==> src/rtl/lane_frame_gen.sv <==
module lane_frame_gen #(
  parameter int          MIN_LEN  = 5,
  parameter int          MAX_LEN  = 8192,
  parameter int          LEN_W    = $clog2(MAX_LEN + 1),
  parameter logic [63:0] SYNC_PAT = 64'h78F6_78F6_78F6_78F6,
  parameter logic [63:0] SKIP_PAT = 64'h1E1E_1E1E_1E1E_1E1E,
  parameter logic [5:0]  SCR_TAG  = 6'h28,
  parameter logic [5:0]  DIAG_TAG = 6'h19
) (
  input  logic             clk,
  input  logic             rst_n,
  input  logic [63:0]      in_data,
  input  logic             in_ctl,
  input  logic             in_valid,
  input  logic [LEN_W-1:0] mf_len,
  output logic             rd_en,
  output logic [66:0]      out_word,
  output logic             out_valid
);

  localparam logic [1:0] HDR_CTL  = 2'b10;
  localparam logic [1:0] HDR_DATA = 2'b01;
  localparam logic [LEN_W-1:0] LEN_LO = LEN_W'(MIN_LEN);
  localparam logic [LEN_W-1:0] LEN_HI = LEN_W'(MAX_LEN);

  typedef enum logic [2:0] {K_NONE, K_SYNC, K_SCR, K_SKIP, K_PAY, K_DIAG} kind_t;

  logic [LEN_W-1:0] len_eff, last, pos;
  kind_t            kind, kind_q;
  logic [66:0]      word_d;
  logic             fire;

  assign len_eff = (mf_len < LEN_LO) ? LEN_LO : (mf_len > LEN_HI) ? LEN_HI : mf_len;
  assign last    = len_eff - LEN_W'(1);

  always_comb begin
    if (pos == '0)                kind = K_SYNC;
    else if (pos == LEN_W'(1))    kind = K_SCR;
    else if (pos == LEN_W'(2))    kind = K_SKIP;
    else if (pos >= last)         kind = K_DIAG;
    else                          kind = K_PAY;
  end

  assign rd_en = (kind == K_PAY);
  assign fire  = !rd_en || in_valid;

  always_comb begin
    case (kind)
      K_SYNC:  word_d = {1'b0, HDR_CTL, SYNC_PAT};
      K_SCR:   word_d = {1'b0, HDR_CTL, SCR_TAG, 58'h0};
      K_SKIP:  word_d = {1'b0, HDR_CTL, SKIP_PAT};
      K_DIAG:  word_d = {1'b0, HDR_CTL, DIAG_TAG, 58'h0};
      default: word_d = {1'b0, in_ctl ? HDR_CTL : HDR_DATA, in_data};
    endcase
  end

  always_ff @(posedge clk) begin
    if (!rst_n) begin
      pos       <= '0;
      out_valid <= 1'b0;
      out_word  <= '0;
      kind_q    <= K_NONE;
    end else begin
      out_valid <= fire;
      kind_q    <= fire ? kind : K_NONE;
      if (fire) begin
        out_word <= word_d;
        pos      <= (pos >= last) ? '0 : pos + LEN_W'(1);
      end
    end
  end

  a_r1_diag_then_sync: assert property (@(posedge clk) disable iff (!rst_n)
    (kind_q == K_DIAG) |=> (kind_q == K_SYNC && out_word[63:0] == SYNC_PAT));

  a_r3_stall_emits_ctl: assert property (@(posedge clk) disable iff (!rst_n)
    !rd_en |=> (out_valid && out_word[65:64] == HDR_CTL));

  a_r4_data_passes: assert property (@(posedge clk) disable iff (!rst_n)
    (rd_en && in_valid) |=> (out_valid && out_word[63:0] == $past(in_data)));

  a_r5_gap_no_word: assert property (@(posedge clk) disable iff (!rst_n)
    (rd_en && !in_valid) |=> (!out_valid && $stable(pos)));

  a_r7_inv_bit_zero: assert property (@(posedge clk) disable iff (!rst_n)
    out_valid |-> !out_word[66]);

endmodule

==> config.mk <==
export PLATFORM = sky130hd
export DESIGN_NAME = lane_frame_gen
export DESIGN_NICKNAME = d
export VERILOG_FILES = /design/src/rtl/lane_frame_gen.sv
export SDC_FILE = /design/constraint.sdc
export NUM_CORES = 1
export LEC_CHECK = 0
export CAP_MARGIN = 20
export CORE_MARGIN = 2
export CORE_UTILIZATION = 40
export DETAILED_ROUTE_END_ITERATION = 16
export PLACE_DENSITY = 0.77
export SLEW_MARGIN = 10
export SYNTH_ARGS = -nofsm -noshare
export SYNTH_HDL_FRONTEND = slang
export SYNTH_SLANG_ARGS = --single-unit
==> constraint.sdc <==
create_clock -name clk -period 4.3 [get_ports clk]
set_input_delay 0.645 -clock clk [delete_from_list [all_inputs] [get_ports clk]]
set_output_delay 0.645 -clock clk [all_outputs]
set_load 0.05 [all_outputs]
==> flow_summary.ini <==
[route]
dr_total_vias = 4259
wl_met1_microns = 5403
dr.pass1.iters = 4
top_layer = met4
routedWlPerCell_microns = 16.06
routed_via_density = 5.232
drc_errors = 0
ant_nets = 0
drt_iter0_drc = 221
wl_met3_microns = 1031
drt_wl_total_microns = 13080
wl_met2_microns = 6398

[synthesis]
ys_warn_count = 0
synth_area_leaders = dfxtp_1, a21oi_1, nor2_1
yosysMostFrequentCell = nor2_1
ys_types = 44
synth_top_area_cell = dfxtp_1
synthCells = 496
synth_fp_nets = 597
ys_top_cells_by_count = nor2_1, dfxtp_1, a21oi_1
ys.flop_type = dfxtp_1
syn-mean-instance-area_sq_um = 7.986
netlist_area_sq_mm = 0.003961
async_reset_ff_share_pct = 0
synth_edf_count = 0
seq_area_frac_synth_pct = 40.93
ys_ff_latch = 81
synth_top_area_share_pct = 40.93

[final_layout]
fin_util_pct = 65.98
drive_gt1_share_pct = 15.86
nets = 777
fillers = 749
area_growth_syn_to_layout_pct = 61.31
antennaDiodeCount = 0

[power]
cellPowerDensity_mw_per_mm2 = 730.4
ir_worst_vdd_mv = 0.6558
switching_share_pct = 48.49
p_comb_share_pct = 62.7
clockPowerShare_pct = 12.3
p_leak_nw = 2.544
internal_power_w = 0.002404
switchingPower_w = 0.002263
power_frac_seq_pct = 25.0

[placed_design]
io_buffer_count = 149
pre_cts_ws_ps = -547.2
globalplace.congestion = 0.8686
hpwl_microns = 8617

[global_route]
grt_pass1_wl_microns = 20070
grt_max_degree = 54
grt_overflow = 0
grt_pass1_vias = 4146
grt_use_total_pct = 22.55
antenna_found_initial = 0

[die]
ioPinCount = 151
core_sq_mm = 0.009684
die_h_microns = 103.5
row_count = 36
start_util_pct = 40.90
die_area_sq_mm = 0.01072
die_w_microns = 103.5

[sta]
timing.final.ws_setup_ps = -176.3
setup_viol = 1
fin_skew_ps = 5.288
min_period_ps = 4476
max_freq_mhz = 223.4
hold_viol = 0
maxSlewViolCount = 0
relSlewSlack_pct = 24.65
worstMarginPinSlew_ps = 1126
worst_hold_slack_ps = 494.4
fin_crit_sh_pct = 104.1
rsz0062_at_grt = yes

[min_path]
whs_endpoint = out_word[65]
min_from = out_word[65]
min_path_cells = 2
hp-class = flop to flop

[worst_setup_path]
arrival_ps = 3830
rr_worst_depth = 8
r2r-end = out_word[33]
r2r_start = pos[0]
start_kind = input port
critPathRequiredTime_ps = 3650
r2r_slack_ps = 1360
cp_max_fo = 5
end_kind = output port
critPathKind = input port to output port

[cts]
cts_max_level = 3
clock_sinks = 81
hold_buffers = 0
cts_inserted_buffers = 9
cts_buffer_depth = 2
cts_root_buf = clkbuf_8
clock_latency_ps = 350
clkTransAtPathRegs_ps = 80
cts_tree = yes

[outcome]
status = finished, violations left
failed_checks = setup timing

[flow_run]
maxCapViolations = 0
==> worst max-delay path, cell delays in order <==
cell	delay, ps
buf_6	90
or4_4	550
nor4_4	180
nand2_1	130
buf_6	150
a21oi_2	100
o21ai_1	100
ha_2	220
buf_4	130
buf_4	130
a21oi_1	110
a31oi_1	50
o21ai_1	100
ha_1	250
nand2_1	110
o211a_1	180
o31a_1	190
o21ai_2	110
nor2_4	130
buf_12	150
==> logic make-up (layout without fill, tap and decap cells) <==
family | count (synthesis) | in the layout | share of synthesized area, %
AND/OR/NAND/NOR | 163 | 163 | 19.24
AO/OA/AOI/OAI | 161 | 161 | 22.24
flip-flops | 81 | 81 | 40.94
buffers and inverters | 40 | 225 | 4.295
adder cells (fa/ha/maj) | 19 | 19 | 6.001
XOR/XNOR | 16 | 16 | 3.538
multiplexers | 14 | 14 | 3.569
other | 2 | 2 | 0.1896
==> how the worst max path moves through the flow <==
| stage | start | end | slack (ps) |
|---|---|---|---|
| 3_5_place_dp | mf_len[6] | out_word[24] | -550 |
| 6_report | mf_len[5] | rd_en | -180 |
| 3_3_place_gp | mf_len[6] | rd_en | -380 |
| 5_1_grt | mf_len[5] | rd_en | -430 |
| 2_1_floorplan | mf_len[6] | rd_en | 10 |
| 4_1_cts | mf_len[3] | rd_en | -210 |
==> layout by cell type (no fill, tap or decap), types with 3 or more instances in the layout <==
cell,instances
a21oi_1,61
a21oi_2,11
a31oi_1,5
and3_1,5
buf_12,7
buf_4,41
buf_6,5
clkbuf_16,4
clkbuf_8,11
clkdlybuf4s50_1,143
dfxtp_1,81
ha_1,17
inv_1,6
mux2i_1,13
nand2_1,19
nand2b_1,14
nand3_1,8
nor2_1,83
nor3_1,5
nor4_1,8
o21a_1,3
o21ai_0,54
o21ai_1,4
o21ai_2,7
xnor2_1,13
xor2_1,3
==> repair_timing <==
item	in CTS	in global routing
gates resized for setup	24	37
setup buffers	8	6
gates cloned	0	6
pin swaps	10	16
endpoints found under the setup margin	71	81
==> per-stage QoR <==
step	area [sq um]	cells	setup TNS [ps]	power, W
floorplan	3994	496	0	0.002869
CTS	6103	803	-208.4	0.004420
global placement	5813	779	-23300	0.003767
detailed placement	5813	779	-36620	0.003807
global route	6390	814	-6130	0.004880
finish	6390	814	-176.3	0.004667
==> state kept, by name (all words and copies together) (netlist names) <==
register / cells
out_word: 66
pos: 14
out_valid: 1
==> power by group through the flow <==
stage | logic (W) | clock network, W | registers, W
after global placement | 0.00261 | 0 | 0.00116
final | 0.00293 | 0.000573 | 0.00117
after detailed placement | 0.00264 | 0 | 0.00116
after global routing | 0.00307 | 0.000614 | 0.00119
after floorplan | 0.000846 | 0 | 0.00202
after CTS | 0.00268 | 0.000580 | 0.00116
==> cell type report <==
type	count	area, sq um	area share (%)
Clock buffer	12	155.1	2.428
Tap cell	133	166.4	2.604
Multi-Input combinational cell	375	2310	36.15
Sequential cell	81	1622	25.38
Clock inverter	4	51.30	0.8028
Inverter	6	22.52	0.3525
Timing Repair Buffer	203	2063	32.29
==> routing by layer <==
layer | vias to the layer above | GRT usage [%]
met1 | 1999 | 26.66
met4 | 0 | 8.494
li1 | 2093 | -
met2 | 147 | 37.18
met3 | 20 | 8.622
met5 | - | 0
No activity file was read; power rests on OpenSTA's default activity.
